<file path="config.mk">
export PLATFORM = sky130hd
export DESIGN_NAME = nand_cmd_seq
export DESIGN_NICKNAME = d
export VERILOG_FILES = /design/src/rtl/nand_seq_pkg.sv /design/src/rtl/nand_seq_plan.sv /design/src/rtl/nand_we_pulse.sv /design/src/rtl/nand_rb_wait.sv /design/src/rtl/nand_cmd_seq.sv
export SDC_FILE = /design/constraint.sdc
export NUM_CORES = 1
export LEC_CHECK = 0
export BUFFER_PORTS_ARGS = -buffer_cell sky130_fd_sc_hd__buf_2
export CORE_MARGIN = 3
export CORE_UTILIZATION = 41
export DETAILED_ROUTE_END_ITERATION = 12
export HOLD_SLACK_MARGIN = 0.02
export PLACE_DENSITY = 0.7
export SLEW_MARGIN = 20
export SYNTH_ARGS = -nofsm -noshare
export SYNTH_HDL_FRONTEND = slang
export SYNTH_SLANG_ARGS = --single-unit
</file>
<file path="constraint.sdc">
create_clock -name clk_i -period 1.9 [get_ports clk_i]
set_clock_uncertainty 0.1 [all_clocks]
set_input_delay 0.285 -clock clk_i [delete_from_list [all_inputs] [get_ports clk_i]]
set_output_delay 0.285 -clock clk_i [all_outputs]
set_load 0.02 [all_outputs]
</file>
<file path="src/rtl/nand_seq_pkg.sv">
package nand_seq_pkg;
  localparam int SLOT_N = 6;
  localparam int PAGE_W = 20;

  localparam logic [7:0] OP_RD_LO    = 8'h00;
  localparam logic [7:0] OP_RD_HI    = 8'h01;
  localparam logic [7:0] OP_RD_SPARE = 8'h50;
  localparam logic [7:0] OP_LOAD     = 8'h80;
  localparam logic [7:0] OP_PROG     = 8'h10;
  localparam logic [7:0] OP_ERASE_A  = 8'h60;
  localparam logic [7:0] OP_ERASE_B  = 8'hD0;
  localparam logic [7:0] OP_STAT     = 8'h70;
  localparam logic [7:0] OP_ID       = 8'h90;
  localparam logic [7:0] OP_PARAM    = 8'hEC;

  typedef struct packed {
    logic       cle;
    logic       ale;
    logic [7:0] dat;
  } slot_t;

  typedef enum logic [1:0] {WAIT_NONE, WAIT_BOUNDED, WAIT_OPEN} wait_e;
endpackage

</file>
<file path="src/rtl/nand_seq_plan.sv">
module nand_seq_plan
  import nand_seq_pkg::*;
#(
  parameter int PAGE_BYTES = 512,
  parameter int COL_W      = 10,
  localparam int CNT_W     = $clog2(SLOT_N + 1)
) (
  input  logic [7:0]            opcode_i,
  input  logic                  col_vld_i,
  input  logic [COL_W-1:0]      col_i,
  input  logic                  page_vld_i,
  input  logic [PAGE_W-1:0]     page_i,
  input  logic                  large_i,
  input  logic                  wide_i,
  output slot_t [SLOT_N-1:0]    slots_o,
  output logic [CNT_W-1:0]      cnt_o,
  output wait_e                 wait_o
);
  logic             is_load, is_read, byte_addr, no_wait;
  logic [7:0]       ptr;
  logic [COL_W-1:0] col_sub;
  logic [7:0]       col_byte;

  assign is_load   = opcode_i == OP_LOAD;
  assign is_read   = opcode_i == OP_RD_LO || opcode_i == OP_RD_HI || opcode_i == OP_RD_SPARE;
  assign byte_addr = opcode_i == OP_ID || opcode_i == OP_PARAM;
  assign no_wait   = opcode_i == OP_PROG || opcode_i == OP_ERASE_A || opcode_i == OP_ERASE_B ||
                     opcode_i == OP_LOAD || opcode_i == OP_STAT;

  // pointer selection and column rebasing for program setup
  always_comb begin
    ptr     = OP_RD_LO;
    col_sub = col_i;
    if (is_load && col_vld_i) begin
      if (col_i >= COL_W'(PAGE_BYTES)) begin
        ptr     = OP_RD_SPARE;
        col_sub = col_i - COL_W'(PAGE_BYTES);
      end else if (col_i >= COL_W'(256)) begin
        ptr     = OP_RD_HI;
        col_sub = col_i - COL_W'(256);
      end
    end
    col_byte = 8'((wide_i && !byte_addr) ? (col_sub >> 1) : col_sub);
  end

  always_comb begin
    logic [CNT_W-1:0] n;
    slots_o = '0;
    n       = '0;
    if (is_load) begin
      slots_o[n] = '{cle: 1'b1, ale: 1'b0, dat: ptr};
      n = n + CNT_W'(1);
    end
    slots_o[n] = '{cle: 1'b1, ale: 1'b0, dat: opcode_i};
    n = n + CNT_W'(1);
    if (col_vld_i) begin
      slots_o[n] = '{cle: 1'b0, ale: 1'b1, dat: col_byte};
      n = n + CNT_W'(1);
    end
    if (page_vld_i) begin
      slots_o[n] = '{cle: 1'b0, ale: 1'b1, dat: page_i[7:0]};
      n = n + CNT_W'(1);
      slots_o[n] = '{cle: 1'b0, ale: 1'b1, dat: page_i[15:8]};
      n = n + CNT_W'(1);
      if (large_i) begin
        slots_o[n] = '{cle: 1'b0, ale: 1'b1, dat: {4'h0, page_i[19:16]}};
        n = n + CNT_W'(1);
      end
    end
    cnt_o = n;
  end

  always_comb begin
    if (no_wait)                   wait_o = WAIT_NONE;
    else if (is_read && page_vld_i) wait_o = WAIT_BOUNDED;
    else                           wait_o = WAIT_OPEN;
  end
endmodule

</file>
<file path="src/rtl/nand_we_pulse.sv">
module nand_we_pulse #(
  parameter int WE_LO = 2,
  parameter int WE_HI = 2,
  localparam int CW   = $clog2(WE_LO + WE_HI + 1)
) (
  input  logic clk_i,
  input  logic rst_ni,
  input  logic go_i,
  output logic busy_o,
  output logic we_no,
  output logic last_o
);
  logic [CW-1:0] cnt_q;

  assign we_no  = !(busy_o && cnt_q < CW'(WE_LO));
  assign last_o = busy_o && cnt_q == CW'(WE_LO + WE_HI - 1);

  always_ff @(posedge clk_i or negedge rst_ni) begin
    if (!rst_ni) begin
      busy_o <= 1'b0;
      cnt_q  <= '0;
    end else if (!busy_o) begin
      if (go_i) begin
        busy_o <= 1'b1;
        cnt_q  <= '0;
      end
    end else if (last_o) begin
      busy_o <= 1'b0;
    end else begin
      cnt_q <= cnt_q + CW'(1);
    end
  end
endmodule

</file>
<file path="src/rtl/nand_rb_wait.sv">
module nand_rb_wait
  import nand_seq_pkg::*;
#(
  parameter int TWB_CYC  = 5,
  parameter int POLL_CYC = 50,
  parameter int POLL_MAX = 30,
  localparam int CW      = $clog2((TWB_CYC > POLL_CYC ? TWB_CYC : POLL_CYC) + 1),
  localparam int TW      = $clog2(POLL_MAX + 1)
) (
  input  logic  clk_i,
  input  logic  rst_ni,
  input  logic  go_i,
  input  wait_e mode_i,
  input  logic  rb_i,
  output logic  fin_o,
  output logic  tmo_o
);
  typedef enum logic [1:0] {W_IDLE, W_TWB, W_SAMPLE, W_GAP} w_e;
  w_e            st_q;
  logic [CW-1:0] cnt_q;
  logic [TW-1:0] tries_q;
  logic          bounded, spent;

  assign bounded = mode_i == WAIT_BOUNDED;
  assign spent   = bounded && tries_q == TW'(POLL_MAX);
  assign fin_o   = st_q == W_SAMPLE && (rb_i || spent);
  assign tmo_o   = fin_o && !rb_i;

  always_ff @(posedge clk_i or negedge rst_ni) begin
    if (!rst_ni) begin
      st_q    <= W_IDLE;
      cnt_q   <= '0;
      tries_q <= '0;
    end else begin
      unique case (st_q)
        W_IDLE: if (go_i) begin
          st_q    <= W_TWB;
          cnt_q   <= CW'(TWB_CYC - 1);
          tries_q <= '0;
        end
        W_TWB: begin
          if (cnt_q == '0) st_q <= W_SAMPLE;
          else             cnt_q <= cnt_q - CW'(1);
        end
        W_SAMPLE: begin
          if (fin_o) st_q <= W_IDLE;
          else if (bounded) begin
            st_q    <= W_GAP;
            cnt_q   <= CW'(POLL_CYC - 1);
            tries_q <= tries_q + TW'(1);
          end
        end
        W_GAP: begin
          if (cnt_q == '0) st_q <= W_SAMPLE;
          else             cnt_q <= cnt_q - CW'(1);
        end
        default: st_q <= W_IDLE;
      endcase
    end
  end
endmodule

</file>
<file path="src/rtl/nand_cmd_seq.sv">
module nand_cmd_seq
  import nand_seq_pkg::*;
#(
  parameter int PAGE_BYTES = 512,
  parameter int COL_W      = 10,
  parameter int WE_LO      = 2,
  parameter int WE_HI      = 2,
  parameter int TWB_CYC    = 5,
  parameter int POLL_CYC   = 50,
  parameter int POLL_MAX   = 30
) (
  input  logic              clk_i,
  input  logic              rst_ni,
  input  logic              req_valid_i,
  output logic              req_ready_o,
  input  logic [7:0]        req_opcode_i,
  input  logic              req_col_vld_i,
  input  logic [COL_W-1:0]  req_col_i,
  input  logic              req_page_vld_i,
  input  logic [19:0]       req_page_i,
  input  logic              req_large_i,
  input  logic              req_wide_i,
  output logic              done_o,
  output logic              timeout_o,
  output logic              nand_ce_no,
  output logic              nand_cle_o,
  output logic              nand_ale_o,
  output logic              nand_we_no,
  output logic [15:0]       nand_dq_o,
  output logic              nand_dq_oe_o,
  input  logic              nand_rb_i
);
  localparam int CNT_W = $clog2(SLOT_N + 1);

  typedef enum logic [1:0] {S_IDLE, S_ISSUE, S_WAIT, S_DONE} st_e;

  st_e                st_q;
  slot_t [SLOT_N-1:0] slots_d, slots_q;
  logic [CNT_W-1:0]   cnt_d, cnt_q, idx_q;
  wait_e              wk_d, wk_q;
  logic               tmo_q;
  logic               bc_go, bc_busy, bc_we_n, bc_last;
  logic               rw_go, rw_fin, rw_tmo;
  logic               issuing, last_slot;
  slot_t              cur;

  nand_seq_plan #(.PAGE_BYTES(PAGE_BYTES), .COL_W(COL_W)) u_plan (
    .opcode_i  (req_opcode_i),
    .col_vld_i (req_col_vld_i),
    .col_i     (req_col_i),
    .page_vld_i(req_page_vld_i),
    .page_i    (req_page_i),
    .large_i   (req_large_i),
    .wide_i    (req_wide_i),
    .slots_o   (slots_d),
    .cnt_o     (cnt_d),
    .wait_o    (wk_d)
  );

  nand_we_pulse #(.WE_LO(WE_LO), .WE_HI(WE_HI)) u_we (
    .clk_i (clk_i),
    .rst_ni(rst_ni),
    .go_i  (bc_go),
    .busy_o(bc_busy),
    .we_no (bc_we_n),
    .last_o(bc_last)
  );

  nand_rb_wait #(.TWB_CYC(TWB_CYC), .POLL_CYC(POLL_CYC), .POLL_MAX(POLL_MAX)) u_rb (
    .clk_i (clk_i),
    .rst_ni(rst_ni),
    .go_i  (rw_go),
    .mode_i(wk_q),
    .rb_i  (nand_rb_i),
    .fin_o (rw_fin),
    .tmo_o (rw_tmo)
  );

  assign issuing   = st_q == S_ISSUE;
  assign cur       = slots_q[idx_q];
  assign last_slot = idx_q == cnt_q - CNT_W'(1);
  assign bc_go     = issuing && !bc_busy;
  assign rw_go     = issuing && bc_last && last_slot && wk_q != WAIT_NONE;

  always_ff @(posedge clk_i or negedge rst_ni) begin
    if (!rst_ni) begin
      st_q    <= S_IDLE;
      slots_q <= '0;
      cnt_q   <= '0;
      idx_q   <= '0;
      wk_q    <= WAIT_NONE;
      tmo_q   <= 1'b0;
    end else begin
      unique case (st_q)
        S_IDLE: if (req_valid_i) begin
          slots_q <= slots_d;
          cnt_q   <= cnt_d;
          wk_q    <= wk_d;
          idx_q   <= '0;
          tmo_q   <= 1'b0;
          st_q    <= S_ISSUE;
        end
        S_ISSUE: if (bc_last) begin
          if (last_slot) st_q <= (wk_q == WAIT_NONE) ? S_DONE : S_WAIT;
          else           idx_q <= idx_q + CNT_W'(1);
        end
        S_WAIT: if (rw_fin) begin
          tmo_q <= rw_tmo;
          st_q  <= S_DONE;
        end
        S_DONE: st_q <= S_IDLE;
        default: st_q <= S_IDLE;
      endcase
    end
  end

  assign req_ready_o  = st_q == S_IDLE;
  assign done_o       = st_q == S_DONE;
  assign timeout_o    = done_o && tmo_q;
  // chip enable held through a page read's busy time
  assign nand_ce_no   = !(issuing || (st_q == S_WAIT && wk_q == WAIT_BOUNDED));
  assign nand_cle_o   = issuing && cur.cle;
  assign nand_ale_o   = issuing && cur.ale;
  assign nand_we_no   = bc_we_n;
  assign nand_dq_o    = issuing ? {8'h00, cur.dat} : 16'h0000;
  assign nand_dq_oe_o = issuing;
endmodule

</file>
# After elaboration in Yosys (flattened, before gate mapping)
# Index checks and enable logic that the tools add are counted.
# word_totals
output_inout_bits	24
inputBits	46
regBits	88
elab_cells	207
# op_classes
n_eq_ne	31
muxes	68
reduce_logical	54
add_sub_neg	12
order_cmp	14
# op_table
op	count
$bwmux W60	5
$mux W60	3
$demux W10 S3	5
$mux W10	7
$eq A8 B8 Y1 const B	4
$mux W8	4
$bmux W10 S3	1
$mux W3	9
$mux W9	3
$eq A8 B7 Y1 const B	3
$mux W6	4
$logic_and A1 B1 Y1	21
$lt A3 B4 Y1 const B	5
$mux W2	10
$add A3 B1 Y3 const B	6
$pmux W6 S3	1
$reduce_and A4 Y1	4
$mux W5	3
$ne A2 B2 Y1 const B	7
$ge A3 B1 Y1 const B	4
$ge A10 B10 Y1 const B	1
$ge A10 B9 Y1 const B	1
$pmux W5 S2	1
$reduce_bool A2 Y1	5
31 further kinds	62

# Longest topological paths before layout
# depth
word_depth	14
mapped_depth	11
mapped_depth_nobuf	8

# By module
# A second synthesis with hierarchy kept.
# unflattened
hier_cells	648
hier_area_um2	6242.2
# modules_own_cells
module	instances	seq_area_each_um2	area_each_um2	cells_per_inst
nand_cmd_seq	1	1776.7	3494.6	264
nand_seq_plan	1	0.0	1681.6	280
nand_rb_wait	1	325.3	829.5	82
nand_we_pulse	1	100.1	236.5	22

# Worst setup path after synthesis
# No wires, ideal clock.
# synth_timing
path_type	input-to-reg
start	input port req_opcode_i[3]
end	register slots_q[17] (netlist bit)
path_buffers	1
slack_ns	-0.589
path_stages	9
setup_ns	0.143
arrival_ns	2.246
t_required_ns	1.657
path_cell_list	nor3_1 nand3_1 ha_1 buf_2 nand2_1 a2111oi_0 nor2_1 a22oi_1 o31ai_1
# synth_between
elab_chain_len	14
elab_cells_between_ends	48
cone_classes	add/sub: 4; order compare: 10; eq/ne: 3; mux: 22; reduce/logical: 9
# synth_lines
item	line_no	rtl
start: declaration	nand_cmd_seq.sv:16	input logic [7:0] req_opcode_i,
$eq A8 B8 Y1	nand_seq_plan.sv:24	assign is_load = opcode_i == OP_LOAD;
$mux W1	nand_seq_plan.sv:50	if (is_load) begin
$add A1 B1 Y2, or another cell as far along	nand_seq_plan.sv:55	n = n + CNT_W'(1);
$add A3 B1 Y3, or another cell as far along	nand_seq_plan.sv:58	n = n + CNT_W'(1);
$mux W3, or another cell as far along	nand_seq_plan.sv:56	if (col_vld_i) begin
$add A3 B1 Y3, or another cell as far along	nand_seq_plan.sv:62	n = n + CNT_W'(1);
$add A3 B1 Y3, or another cell as far along	nand_seq_plan.sv:64	n = n + CNT_W'(1);
$lt A3 B4 Y1 (not written as such), or another cell as far along	nand_seq_plan.sv:66	slots_o[n] = '{cle: 1'b0, ale: 1'b1, dat: {4'h0, page_i[19:16]}};
$logic_and A1 B1 Y1 (not written as such), or another cell as far along	nand_seq_plan.sv:66	
$mux W10 (not written as such), or another cell as far along	nand_seq_plan.sv:66	
$demux W10 S3 or $bwmux W60 (tied branches)	-	
$bwmux W60	nand_seq_plan.sv:66	
$mux W60	nand_seq_plan.sv:65	if (large_i) begin
$mux W60 *	nand_seq_plan.sv:60	if (page_vld_i) begin
end signal: assignment	nand_cmd_seq.sv:96	slots_q <= slots_d;
end: declaration	nand_cmd_seq.sv:38	slot_t [SLOT_N-1:0] slots_d, slots_q;
# Every way passes the cells marked *; elsewhere a longest branch is shown, timed or not.
# A chain may end at the register's enable or synchronous reset.

# Worst setup path after layout
# layout_timing
start	register idx_q[0]
end	output port nand_dq_o[6]
# layout_between
elab_chain_len	3
# layout_lines
item	line_no	rtl
start: declaration	nand_cmd_seq.sv:39	logic [CNT_W-1:0] cnt_d, cnt_q, idx_q;
start signal: assignment	nand_cmd_seq.sv:105	else idx_q <= idx_q + CNT_W'(1);
$bmux W10 S3	nand_cmd_seq.sv:80	assign cur = slots_q[idx_q];
$mux W10 (not written as such)	nand_cmd_seq.sv:80	
$mux W8	nand_cmd_seq.sv:125	assign nand_dq_o = issuing ? {8'h00, cur.dat} : 16'h0000;
end: declaration	nand_cmd_seq.sv:29	output logic [15:0] nand_dq_o,
# Every way passes these cells. The select of a mux whose other input is x is not followed.

==> reports/metrics.cfg <==
[detailed_routing]
drtPass1Iterations = 6
wl_um = 16200
vias = 5226
drc = 0
drt_iter0_drc = 396
post_drt_wl_per_cell_um = 17.3
vias_per_cell = 5.59
final_antenna_net_count = 0

[global_route]
grt_pass1_wl_um = 26200
antenna_found_initial = 0
overflow = 0
grt_max_degree = 35
grt_pass1_vias = 5239
grt_use_total_pct = 22.4

[synth]
synthCells = 614
synth.distinct_cells = 60
synth_top_flop_cell = dfrtp_1
yosysTopAreaCellShare_pct = 39.0
synthTopCellsByArea = dfrtp_1, nand2_1, mux2i_1, o21ai_0, ha_1
synthMuxAreaShare_pct = 9.18
synth_top_family_by_area = compound AO/OA/AOI/OAI gates
synth-seq-area-share_pct = 39.0
yosysMostFrequentCell = nand2_1
syn_avg_cell_area_um2 = 8.77
yosys.area_share.simple_pct = 16.7
synth.ff_latch_count = 84
async_flop_share_pct = 100
syn_area_um2 = 5390
synth_top_cell_by_area = dfrtp_1
netlist_top_cells_count = nand2_1, dfrtp_1, o21ai_0, a21oi_1, inv_1
synth_edf_count = 0
synth-warning-count = 0
synth_fa_ha_area_share_pct = 3.95
synth_xor_area_share_pct = 1.42
synth-compound-area-share_pct = 23.3

[sta]
fin_crit_ns = 2.12
setup_viol = 13
hold_violations = 0
period_share_pct = 112
tns_ns = -1.74
achievable-frequency_ghz = 0.472
setup_slack_ns = -0.219
holdWs_ns = 0.165
drv_slew = 0
rsz0062_at_grt = true

[clock_tree]
clk_pin_slew_worst_paths_ns = 0.06
cts_tree = done
clock-sinks = 84
clock_path_buffers = 2
cts_root_buffer = clkbuf_16
clkLatencyLatePin_ns = 0.34
h-tree-depth = 3
cts_made_buffers = 9

[floorplan]
ioPinCount = 70
core_area_um2 = 12700
dieArea_um2 = 14500
start_util_pct = 42.3
row_count = 41
die_w_um = 121
die_h_um = 121

[worst_setup_path]
end_kind = output pin
crit_path_start_kind = flip-flop
path_max_fanout = 7
critPathArrivalTime_ns = 1.73
path_class = flip-flop to output pin
cp_data_required_time_ns = 1.51

[final_layout]
area_growth_pct = 41.4
fin_nets = 823
antennaDiodeCount = 0
utilization_pct = 59.8
layout-drive-gt1-share_pct = 37.1
fillers = 1089

[placement]
dp.final_hpwl_um = 12000
port_buffers = 61
dp_slack_ns = -0.303
globalplace.congestion = 0.903

[power_and_ir_drop]
p_leak_nw = 3.39
ir_drop_v = 0.000616
power.density_nw_per_um2 = 1300
total_power_w = 0.00993

[status]
violations = setup timing
outcome = finished, violations left

[min_path]
min_path_type = input port to flip-flop

[job]
cap_violations = 0

-- power breakdown --
part | internal [W] | leakage (nW) | switching (W)
Clock | 0.000906 | 0.125 | 0.000706
Sequential | 0.00237 | 1.08 | 0.000450
Combinational | 0.00275 | 2.18 | 0.00275
Total | 0.00603 | 3.39 | 0.00391
-- repair_timing --
| action | in CTS | in global routing |
|---|---|---|
| resized for setup | 93 | 36 |
| setup buffers | 10 | 11 |
| endpoints found under the hold margin | 32 | 0 |
| gates cloned | 0 | 0 |
| pin swaps | 19 | 20 |
| endpoints found under the setup margin | 52 | 58 |
| hold buffers | 1 | 0 |
-- worst paths after layout --
path / from / endpoint / slack [ns] / depth (start not counted)
max: idx_q[0] / nand_dq_o[6] / -0.22 / 5
min: req_page_i[15] / slots_q[47] / 0.17 / 2
max reg2reg: idx_q[0] / st_q[1] / -0.02 / 7
min reg2reg: slots_q[34] / slots_q[34] / 0.39 / 2
max in group asynchronous: rst_ni / slots_q[0] / 0.73 / 3
min in group asynchronous: rst_ni / u_rb.st_q[1] / 0.34 / 2
-- cell type report --
class / count / area [µm²] / area share [%]
Multi-Input combinational cell: 459 / 3540 / 46.4
Sequential cell: 84 / 2100 / 27.6
Timing Repair Buffer: 173 / 1370 / 18.0
Clock buffer: 12 / 246 / 3.24
Tap cell: 172 / 215 / 2.83
Inverter: 33 / 126 / 1.66
Clock inverter: 2 / 12.5 / 0.164
-- sequential cells by signal, indices dropped and copies added (netlist names) --
name          cells
u_rb.st_q         2
st_q              2
tmo_q             1
u_rb.tries_q      5
idx_q             3
u_we.busy_o       1
u_we.cnt_q        3
u_rb.cnt_q        6
wk_q              2
cnt_q             3
slots_q          56
-- cells by family after synthesis --
family,count (synthesis)
XOR/XNOR,6
AO/OA/AOI/OAI,194
AND/OR/NAND/NOR,191
other,1
multiplexers,43
adder cells (fa/ha/maj),17
flip-flops,84
buffers and inverters,78
-- cell usage in the layout (no fill, tap or decap), drive strengths merged, types with 2 or more instances in the layout --
| cell type | netlist | final |
|---|---|---|
| a2111oi | 2 | 2 |
| a211o | 2 | 2 |
| a21boi | 2 | 2 |
| a21oi | 38 | 38 |
| a22o | 19 | 19 |
| a22oi | 9 | 9 |
| a31oi | 7 | 7 |
| and2 | 3 | 3 |
| and3 | 8 | 8 |
| buf | 17 | 172 |
| clkbuf | 28 | 12 |
| conb | 1 | 8 |
| dfrtp | 84 | 84 |
| ha | 17 | 17 |
| inv | 33 | 33 |
| mux2 | 8 | 8 |
| mux2i | 31 | 31 |
| mux4 | 4 | 4 |
| nand2 | 95 | 95 |
| nand2b | 10 | 10 |
| nand3 | 14 | 14 |
| nand3b | 2 | 2 |
| nand4 | 6 | 6 |
| nor2 | 26 | 26 |
| nor2b | 7 | 7 |
| nor3 | 11 | 11 |
| nor3b | 2 | 2 |
| o2111ai | 6 | 6 |
| o211ai | 5 | 5 |
| o21ai | 69 | 69 |
| o21bai | 2 | 2 |
| o221ai | 10 | 10 |
| o22ai | 11 | 11 |
| o31ai | 8 | 8 |
| or3 | 3 | 3 |
| xnor2 | 5 | 5 |
-- worst max-delay path, stage by stage, from the launching register on --
cell	delay, ns
dfrtp_1	0.42
buf_6	0.17
mux4_2	0.51
inv_2	0.08
o22ai_2	0.07
buf_6	0.14
-- per-layer routing --
layer / vias to the layer above / part of all wire [%] / track usage (%)
met5: - / 0 / 0
met4: 0 / 1.2 / 5.67
met3: 17 / 4.9 / 4.07
met2: 162 / 51 / 39.4
met1: 2554 / 43 / 28.6
li1: 2493 / - / -
-- per-stage QoR --
step | area, µm² | instances
6_report | 7610 | 935
5_1_grt | 7610 | 935
4_1_cts | 7380 | 925
3_5_place_dp | 6690 | 902
3_3_place_gp | 6690 | 902
2_1_floorplan | 5660 | 621
No activity file was read; power rests on OpenSTA's default activity.
